==> src/rtl/lfh_pkg.sv <==
package lfh_pkg;
  typedef enum logic [1:0] {
    MODE_OFF   = 2'b00,
    MODE_UNI   = 2'b01,
    MODE_BIDIR = 2'b10,
    MODE_RSVD  = 2'b11
  } lfh_mode_e;

  typedef enum logic [1:0] {
    SEL_CLIENT = 2'd0,
    SEL_IDLE   = 2'd1,
    SEL_RFSEQ  = 2'd2
  } lfh_sel_e;

  localparam logic [7:0] CH_SEQ   = 8'h9C;
  localparam logic [7:0] CH_IDLE  = 8'h07;
  localparam logic [7:0] CH_START = 8'hFB;
  localparam logic [7:0] CH_TERM  = 8'hFD;
  localparam logic [7:0] CODE_LOCAL  = 8'h01;
  localparam logic [7:0] CODE_REMOTE = 8'h02;
endpackage

==> src/rtl/lf_seq_detect.sv <==
module lf_seq_detect
  import lfh_pkg::*;
#(
  parameter int         LANES    = 8,
  parameter logic [7:0] SEQ_CODE = 8'h01,
  parameter int         OS_NEED  = 4,
  parameter int         GAP_COLS = 128
) (
  input  logic               clk,
  input  logic               rst,
  input  logic               col_valid,
  input  logic [8*LANES-1:0] col_d,
  input  logic [LANES-1:0]   col_c,
  output logic               fault
);
  localparam int GW = $clog2(GAP_COLS + 1);
  localparam int NW = $clog2(OS_NEED + 1);
  localparam logic [GW-1:0] GAP_MAX = GW'(GAP_COLS);
  localparam logic [NW-1:0] NEED    = NW'(OS_NEED);

  logic          hit;
  logic [GW-1:0] gap_q;
  logic [NW-1:0] cnt_q;
  logic [NW-1:0] cnt_inc;

  always_comb begin
    hit = col_c[0] && (col_c[3:1] == 3'b000) &&
          (col_d[7:0] == CH_SEQ) && (col_d[23:8] == 16'h0000) &&
          (col_d[31:24] == SEQ_CODE);
    if (gap_q < GAP_MAX)
      cnt_inc = (cnt_q == NEED) ? cnt_q : cnt_q + 1'b1;
    else
      cnt_inc = NW'(1);
  end

  always_ff @(posedge clk) begin
    if (rst) begin
      gap_q <= GAP_MAX;
      cnt_q <= '0;
      fault <= 1'b0;
    end else if (col_valid) begin
      if (hit) begin
        gap_q <= '0;
        cnt_q <= cnt_inc;
        if (cnt_inc == NEED) fault <= 1'b1;
      end else if (gap_q != GAP_MAX) begin
        gap_q <= gap_q + 1'b1;
        if (gap_q == GAP_MAX - 1'b1) begin
          fault <= 1'b0;
          cnt_q <= '0;
        end
      end
    end
  end


  fault_rise_on_hit_chk: assert property (@(posedge clk) disable iff (rst)
    $rose(fault) |-> $past(col_valid && hit));

  fault_fall_on_quiet_chk: assert property (@(posedge clk) disable iff (rst)
    $fell(fault) |-> $past(col_valid && !hit));

  idle_column_hold_chk: assert property (@(posedge clk) disable iff (rst)
    !col_valid |=> $stable(fault));
endmodule

==> src/rtl/lf_tx_select.sv <==
module lf_tx_select
  import lfh_pkg::*;
#(
  parameter int LANES = 8
) (
  input  logic               clk,
  input  logic               rst,
  input  logic [1:0]         mode,
  input  logic               lf,
  input  logic               rf,
  input  logic               cl_valid,
  output logic               cl_ready,
  input  logic [8*LANES-1:0] cl_d,
  input  logic [LANES-1:0]   cl_c,
  output logic [8*LANES-1:0] tx_d,
  output logic [LANES-1:0]   tx_c
);
  localparam int DW = 8 * LANES;

  logic [DW-1:0]    idle_d, rfs_d;
  logic [LANES-1:0] idle_c, rfs_c, term_lane;
  logic             in_pkt_q, start_w, term_w, hold, uni_gap, accept;
  lfh_sel_e         sel;

  for (genvar g = 0; g < LANES; g++) begin : g_lane
    localparam int POS = g % 4;
    assign idle_d[8*g +: 8] = CH_IDLE;
    assign idle_c[g]        = 1'b1;
    assign rfs_d[8*g +: 8]  = (POS == 0) ? CH_SEQ : (POS == 3) ? CODE_REMOTE : 8'h00;
    assign rfs_c[g]         = (POS == 0);
    assign term_lane[g]     = cl_c[g] && (cl_d[8*g +: 8] == CH_TERM);
  end

  always_comb begin
    start_w = cl_c[0] && (cl_d[7:0] == CH_START);
    term_w  = |term_lane;
    hold    = (mode == MODE_BIDIR) && (lf || rf) && !in_pkt_q;
    uni_gap = (mode == MODE_UNI) && lf && !in_pkt_q && !(cl_valid && start_w);
    if (hold)          sel = lf ? SEL_RFSEQ : SEL_IDLE;
    else if (uni_gap)  sel = SEL_RFSEQ;
    else if (cl_valid) sel = SEL_CLIENT;
    else               sel = SEL_IDLE;
    cl_ready = !hold;
    accept   = cl_valid && !hold;
  end

  always_ff @(posedge clk) begin
    if (rst) begin
      tx_d     <= idle_d;
      tx_c     <= idle_c;
      in_pkt_q <= 1'b0;
    end else begin
      unique case (sel)
        SEL_CLIENT: begin tx_d <= cl_d;  tx_c <= cl_c;  end
        SEL_RFSEQ:  begin tx_d <= rfs_d; tx_c <= rfs_c; end
        default:    begin tx_d <= idle_d; tx_c <= idle_c; end
      endcase
      if (accept) begin
        if (term_w)       in_pkt_q <= 1'b0;
        else if (start_w) in_pkt_q <= 1'b1;
      end
    end
  end


  open_packet_passes_chk: assert property (@(posedge clk) disable iff (rst)
    (in_pkt_q && cl_valid) |=> (tx_d == $past(cl_d) && tx_c == $past(cl_c)));

  bidir_local_rfseq_chk: assert property (@(posedge clk) disable iff (rst)
    (mode == MODE_BIDIR && lf && !in_pkt_q) |=> (tx_d == rfs_d && tx_c == rfs_c));

  uni_remote_ignored_chk: assert property (@(posedge clk) disable iff (rst)
    (mode == MODE_UNI && rf && !lf && cl_valid) |=> (tx_d == $past(cl_d)));

  off_mode_passes_chk: assert property (@(posedge clk) disable iff (rst)
    (mode == MODE_OFF && cl_valid) |=> (tx_c == $past(cl_c)));
endmodule

==> src/rtl/link_fault_handler.sv <==
module link_fault_handler
  import lfh_pkg::*;
#(
  parameter int LANES    = 8,
  parameter int OS_NEED  = 4,
  parameter int GAP_COLS = 128
) (
  input  logic               clk,
  input  logic               rst,
  input  logic [1:0]         mode,
  input  logic               rx_valid,
  input  logic [8*LANES-1:0] rx_d,
  input  logic [LANES-1:0]   rx_c,
  input  logic               cl_valid,
  output logic               cl_ready,
  input  logic [8*LANES-1:0] cl_d,
  input  logic [LANES-1:0]   cl_c,
  output logic [8*LANES-1:0] tx_d,
  output logic [LANES-1:0]   tx_c,
  output logic               st_local_fault,
  output logic               st_remote_fault,
  output logic               st_link_up
);
  localparam int NTYPES = 2;
  logic [NTYPES-1:0] flt;

  for (genvar t = 0; t < NTYPES; t++) begin : g_det
    lf_seq_detect #(
      .LANES   (LANES),
      .SEQ_CODE((t == 0) ? CODE_LOCAL : CODE_REMOTE),
      .OS_NEED (OS_NEED),
      .GAP_COLS(GAP_COLS)
    ) u_det (
      .clk      (clk),
      .rst      (rst),
      .col_valid(rx_valid),
      .col_d    (rx_d),
      .col_c    (rx_c),
      .fault    (flt[t])
    );
  end

  lf_tx_select #(.LANES(LANES)) u_tx (
    .clk     (clk),
    .rst     (rst),
    .mode    (mode),
    .lf      (flt[0]),
    .rf      (flt[1]),
    .cl_valid(cl_valid),
    .cl_ready(cl_ready),
    .cl_d    (cl_d),
    .cl_c    (cl_c),
    .tx_d    (tx_d),
    .tx_c    (tx_c)
  );

  assign st_local_fault  = flt[0];
  assign st_remote_fault = flt[1];
  assign st_link_up      = ~|flt;


  link_return_chk: assert property (@(posedge clk) disable iff (rst)
    $rose(st_link_up) |-> $past(st_local_fault || st_remote_fault));
endmodule

==> config.mk <==
export PLATFORM = sky130hd
export DESIGN_NAME = link_fault_handler
export DESIGN_NICKNAME = d
export VERILOG_FILES = /design/src/rtl/lfh_pkg.sv /design/src/rtl/lf_seq_detect.sv /design/src/rtl/lf_tx_select.sv /design/src/rtl/link_fault_handler.sv
export SDC_FILE = /design/constraint.sdc
export NUM_CORES = 1
export LEC_CHECK = 0
export BUFFER_PORTS_ARGS = -buffer_cell sky130_fd_sc_hd__buf_2
export CORE_MARGIN = 2
export CORE_UTILIZATION = 40
export CTS_BUF_LIST = sky130_fd_sc_hd__clkbuf_16
export CTS_CLUSTER_DIAMETER = 40
export DETAILED_ROUTE_END_ITERATION = 10
export PLACE_DENSITY_LB_ADDON = 0.12
export RECOVER_POWER = 50
export SETUP_SLACK_MARGIN = 0.2
export SKIP_CTS_REPAIR_TIMING = 1
export SLEW_MARGIN = 10
export SYNTH_ARGS = -nofsm -noshare
export SYNTH_HDL_FRONTEND = slang
export SYNTH_SLANG_ARGS = --single-unit
==> constraint.sdc <==
create_clock -name clk -period 5.3 [get_ports clk]
set_input_delay 1.06 -clock clk [delete_from_list [all_inputs] [get_ports clk]]
set_output_delay 1.06 -clock clk [all_outputs]
set_load 0.02 [all_outputs]
Word-level counts from Yosys, hierarchy flattened --
Index checks and enable logic that the tools add are counted.
Storage, ports and cells: flip-flop bits (word level) 97, bits of input ports 150, output and inout bits 76, word-level logic and storage cells 113
Cells by class: $add $sub $neg 4, $lt $le $gt $ge 2, equality and inequality tests 25, multiplexer cells 30, reduce and logical (&&, ||, !) cells 43
Operators by type and width (number):
- $pmux 64 s2 | 1
- $eq 8x8->1 const B | 10
- $mux 8 | 4
- $mux 3 | 10
- $logic_and 1x1->1 | 21
- $add 8x1->8 const B | 2
- $eq 8x7->1 const B | 2
- $logic_not 16->1 | 1
- $lt 8x8->1 const B | 2
- $ne 8x8->1 const B | 2
- $pmux 8 s2 | 1
- $eq 3x3->1 const B | 4
- $mux 1 | 11
- $reduce_bool 2->1 | 5
- $eq 8x1->1 const B | 1
- $eq 8x2->1 const B | 1
- $reduce_and 4->1 | 2
- $reduce_or 8->1 | 1
- $add 3x1->3 const B | 2
- $mux 2 | 3
- $reduce_and 2->1 | 3
- $reduce_and 3->1 | 2
- $eq 2x2->1 const B | 2
- $logic_not 1->1 | 4
- 6 further kinds | 7

Longest topological paths before layout --
depth after elaboration 9, gate-level depth with buffers 7, depth with buffers taken out 7

Hierarchy --
From an unflattened synthesis, not the netlist that was laid out.
Second synthesis, totals: cell total of the unflattened synthesis 426, area total of the unflattened synthesis 4166.5 um2
By module, submodules not included:
- lf_tx_select | times used 1, cells each 233, area an instance 2323.5 um2, sequential area each 1461.4 um2
- lf_seq_detect | times used 2, cells each 96, area an instance 919.6 um2, sequential area each 240.2 um2
- link_fault_handler | times used 1, cells each 1, area an instance 3.8 um2, sequential area each 0.0 um2

Worst setup path before layout --
No wires, ideal clock.
path kind input -> output, from input port mode[1], to output port cl_ready, arrival 1.760 ns, data required time 4.240 ns, slack 2.480 ns, stages on the path 2, path buffers 0, cells stage by stage nor2b_1 or3b_2
On the way: cells in the longest elaborated chain, start to end 4
RTL lines:
- from (decl) | line link_fault_handler.sv:10 | input logic [1:0] mode,
- $eq 2x2->1 | line lf_tx_select.sv:37 | hold = (mode == MODE_BIDIR) && (lf || rf) && !in_pkt_q;
- $logic_and 1x1->1 (2 in a row) | line lf_tx_select.sv:37
- $logic_not 1->1 | line lf_tx_select.sv:43 | cl_ready = !hold;
- to (decl) | line link_fault_handler.sv:15 | output logic cl_ready,
No other way between the ends.

Worst setup path after layout --
from input port cl_c[0], to register u_tx.tx_d[22]
On the way: cells in the longest elaborated chain, start to end 8, elaborated cells on any way between the ends 9, classes of those cells eq/ne (1); mux (3); reduce/logical (5)
RTL lines:
- from (decl) | line link_fault_handler.sv:17 | input logic [LANES-1:0] cl_c,
- $logic_and 1x1->1 * | line lf_tx_select.sv:35 | start_w = cl_c[0] && (cl_d[7:0] == CH_START);
- $logic_and 1x1->1 * | line lf_tx_select.sv:38 | uni_gap = (mode == MODE_UNI) && lf && !in_pkt_q && !(cl_valid && start_w);
- $logic_not 1->1 * | line lf_tx_select.sv:38
- $logic_and 1x1->1 * | line lf_tx_select.sv:38
- $mux 2 * | line lf_tx_select.sv:40 | else if (uni_gap) sel = SEL_RFSEQ;
- $mux 2 * | line lf_tx_select.sv:39 | if (hold) sel = lf ? SEL_RFSEQ : SEL_IDLE;
- $eq 2x2->1 or $logic_not 2->1 (tied branches) | line lf_tx_select.sv:53 | unique case (sel)
- $pmux 64 s2 * | line lf_tx_select.sv:53
- to (signal assigned) | line lf_tx_select.sv:54 | SEL_CLIENT: begin tx_d <= cl_d; tx_c <= cl_c; end
- to (signal assigned) | line lf_tx_select.sv:55 | SEL_RFSEQ: begin tx_d <= rfs_d; tx_c <= rfs_c; end
- to (signal assigned) | line lf_tx_select.sv:56 | default: begin tx_d <= idle_d; tx_c <= idle_c; end
- to (decl) | line lf_tx_select.sv:15 | output logic [8*LANES-1:0] tx_d,
Every way passes the cells marked *; elsewhere a longest branch is shown, timed or not. A chain may end at the register's enable or synchronous reset.

==> impl_metrics.csv <==
group,metric,value,unit
status,status,"finished, final reports clean",
floorplan,core-area,9680,um2
power_and_ir_drop,finalPower,1.55,mW
timing,hold_slack,0.547,ns
global_routing,grt_max_degree,41,
layout,antenna_cells,0,
detailed_routing,dr.pass1.iters,4,
timing,min_period_over_period,73.5,%
place,place.gp.congestion,0.799,
timing,finClkSkew,0.00738,ns
power_and_ir_drop,p_clk_share,41.9,%
worst_setup_path,r2r-end,"u_tx.tx_d[22]",
layout,final_area,5190,um2
global_routing,grt_pass1_wl,15200,um
worst_setup_path,arrival,4.18,ns
place,dpl_cell_area,5000,um2
yosys,ys_warn_count,0,
timing,tightest_slew,1.47,ns
clock_tree,clk_pin_slew,0.07,ns
layout,area_growth_syn_to_layout,31.4,%
worst_setup_path,r2r_slack,2.43,ns
yosys,synth-seq-cells,97,
worst_setup_path,required,5.58,ns
clock_tree,cts.sink_count,97,
worst_setup_path,path_max_fanout,40,
clock_tree,root_buffer,"clkbuf_16",
min_path,hp-class,"reg2reg",
timing,slew-limit-headroom,1.69,%
floorplan,die_area,10700,um2
detailed_routing,viasPerCell,4.84,
yosys,synth_sequential_area_ratio,49.1,%
timing,timing.fmax,0.257,GHz
clock_tree,tritoncts,"done",
timing,final.setup.tns,0,ns
global_routing,grt_overflow,0,
timing,setup_viol,0,
power_and_ir_drop,seqPwrFrac,48.9,%
global_routing,antenna_found_initial,0,
detailed_routing,ant_nets,0,
min_path,min-delay-start,"g_det[0].u_det.gap_q[0]",
floorplan,die_h,103,um
detailed_routing,drc,0,
timing,min_period,3.90,ns
global_routing,track_usage,18.4,%
power_and_ir_drop,ir_drop,123,uV
clock_tree,clockBufferDepth,2,
yosys,synthesis.nets,552,
detailed_routing,wirelength,10200,um
yosys,synth_edf_count,0,
floorplan,rows,36,
worst_setup_path,path_class,"in2reg",
clock_tree,cts_max_level,3,
global_routing,grt_pass1_vias,3235,
yosys,synthFlopType,"dfxtp_1",
worst_setup_path,timing.rr.start,"u_tx.in_pkt_q",
floorplan,io_pins,226,
floorplan,die-width,103,um
clock_tree,numCtsBuffers,9,
timing,finalHoldViolCount,0,
flow_run,drv_cap,0,
power_and_ir_drop,leakagePower,2.13,nW
worst_setup_path,crit_end,"u_tx.tx_d[22]",
timing,slew_viol_final,0,
clock_tree,clk_latency,0.34,ns
yosys,synth_cell_types,52,
power_and_ir_drop,p_int,1.17,mW
layout,n_fill_cell,946,
power_and_ir_drop,swShare,24.1,%
timing,rsz0062_at_grt,"no",
yosys,yosysTopAreaCell,"dfxtp_1",
layout,regArea,1940,um2
layout,fin_nets,738,
yosys,synth_area_leaders,"dfxtp_1 49%, and2_1 5.7%, a21o_1 5.1%, nor3_1 2.7%, xnor2_1 2.7%",
yosys,synth.top_cell.area_share,49.1,%
worst_setup_path,worst-r2r-cell-count,5,
yosys,async_flop_share,0,%
layout,drive_gt1_share,26.0,%
yosys,syn_area_per_cell,10.0,um2
worst_setup_path,critPathCaptureType,"flip-flop",
yosys,syn_area,3950,um2
power_and_ir_drop,p_switching,373,uW
layout,final_cells,717,
detailed_routing,drtIter0Drc,135,
worst_setup_path,start_kind,"input port",
place,placed_cells,702,
place,dp_hpwl,7740,um
layout,multi_input_area,1840,um2
detailed_routing,via_count,3471,
floorplan,start_util,40.8,%
worst_setup_path,crit_start,"cl_c[0]",
place,port-buffer-count,189,
detailed_routing,drt-wirelength-per-cell,14.2,um
yosys,syn_inst,394,
power_and_ir_drop,power_density,298,nW/um2
power_and_ir_drop,combinationalPowerShare,9.2,%
cell usage after synthesis, types with 3 or more instances:
master	number
a21o_1	27
a21oi_1	17
and2_1	36
buf_2	9
clkbuf_1	5
dfxtp_1	97
ha_1	8
inv_1	22
nand2_1	21
nand2b_1	6
nand3_1	11
nand3b_1	9
nand4_1	12
nand4b_1	4
nor2_1	15
nor2b_1	4
nor3_1	21
nor4_1	6
nor4_4	3
nor4b_4	3
o21ai_0	3
or3_1	6
xnor2_1	12
xor2_1	4
power groups by stage:
stage	clock network [mW]	logic, mW	registers (mW)
after floorplan	0	0.0383	0.801
after global placement	0	0.148	0.772
after detailed placement	0	0.149	0.772
after CTS	0.659	0.150	0.755
after global routing	0.687	0.155	0.758
final	0.649	0.142	0.756
registers in the layout (all words and copies together) (netlist names):
signal	count
u_tx.in_pkt_q	1
u_tx.tx_d	64
g_det.u_det.cnt_q	6
g_det.u_det.fault	2
u_tx.tx_c	8
g_det.u_det.gap_q	16
final cells by class:
class	count	area share, %
Sequential cell	97	37.4
Multi-Input combinational cell	259	35.5
Timing Repair Buffer	191	16.6
Clock buffer	9	4.34
Tap cell	133	3.21
Inverter	22	1.59
Clock inverter	6	1.30
cell families (layout without fill, tap and decap cells):
family / Yosys count / in the layout / synth area share (%)
adders and majority gates: 8 / 8 / 2.53
and+or+nand+nor: 171 / 171 / 28.3
DFF: 97 / 97 / 49.1
muxes: 2 / 2 / 0.538
xor gates and xnor gates: 16 / 16 / 3.55
AOI/OAI and AO/OA: 62 / 62 / 11.7
buffers and inverters: 38 / 228 / 4.18
cells in the final DEF, fill, tap and decap left out, types with 2 or more instances in the layout:
master,count
a31oi_1,2
nor4_2,2
nand2b_1,6
and2_1,36
clkbuf_16,9
nand4_1,12
nand3b_1,9
clkbuf_1,76
xnor2_1,12
a21bo_2,2
o21ai_0,3
a21o_1,27
inv_1,22
o211ai_1,2
nor2b_1,4
nor4_4,3
nor2_1,15
nor4_1,6
clkinv_4,2
dfxtp_1,97
ha_1,8
or3_1,6
nand4b_1,4
buf_2,114
or2_2,2
a21oi_1,17
nand2_1,21
nor4b_4,3
xor2_1,4
nor3_1,21
nand3_1,11
worst max-delay path: stages:
cell,delay [ns]
buf_2,0.10
nand4_1,0.12
or3_1,0.44
o211ai_2,0.16
clkbuf_1,1.08
and2b_1,0.96
and2_1,0.24
per-stage QoR:
step	setup WS [ns]	util [%]
5_1_grt	1.02	53.6
6_report	1.40	53.6
4_1_cts	2.14	54.6
3_5_place_dp	1.81	51.6
2_1_floorplan	2.48	-
3_3_place_gp	1.82	51.6
worst min-delay path by stage:
stage / endpoint / slack [ns] / depth (start not counted)
floorplan: g_det[0].u_det.cnt_q[1] / 0.49 / 2
global placement: g_det[0].u_det.cnt_q[1] / 0.52 / 2
detailed placement: g_det[0].u_det.gap_q[0] / 0.53 / 2
CTS: g_det[0].u_det.gap_q[0] / 0.54 / 2
global route: g_det[1].u_det.cnt_q[0] / 0.58 / 2
finish: g_det[0].u_det.gap_q[0] / 0.55 / 2
layer usage:
layer | track usage [%] | vias to the layer above | part of all wire, %
met2 | 32.7 | 109 | 50
met5 | 0 | - | 0
li1 | - | 1744 | -
met4 | 6.78 | 0 | 1.8
met1 | 21.1 | 1602 | 41
met3 | 4.70 | 16 | 7.6
(Power assumes the default switching activity.)
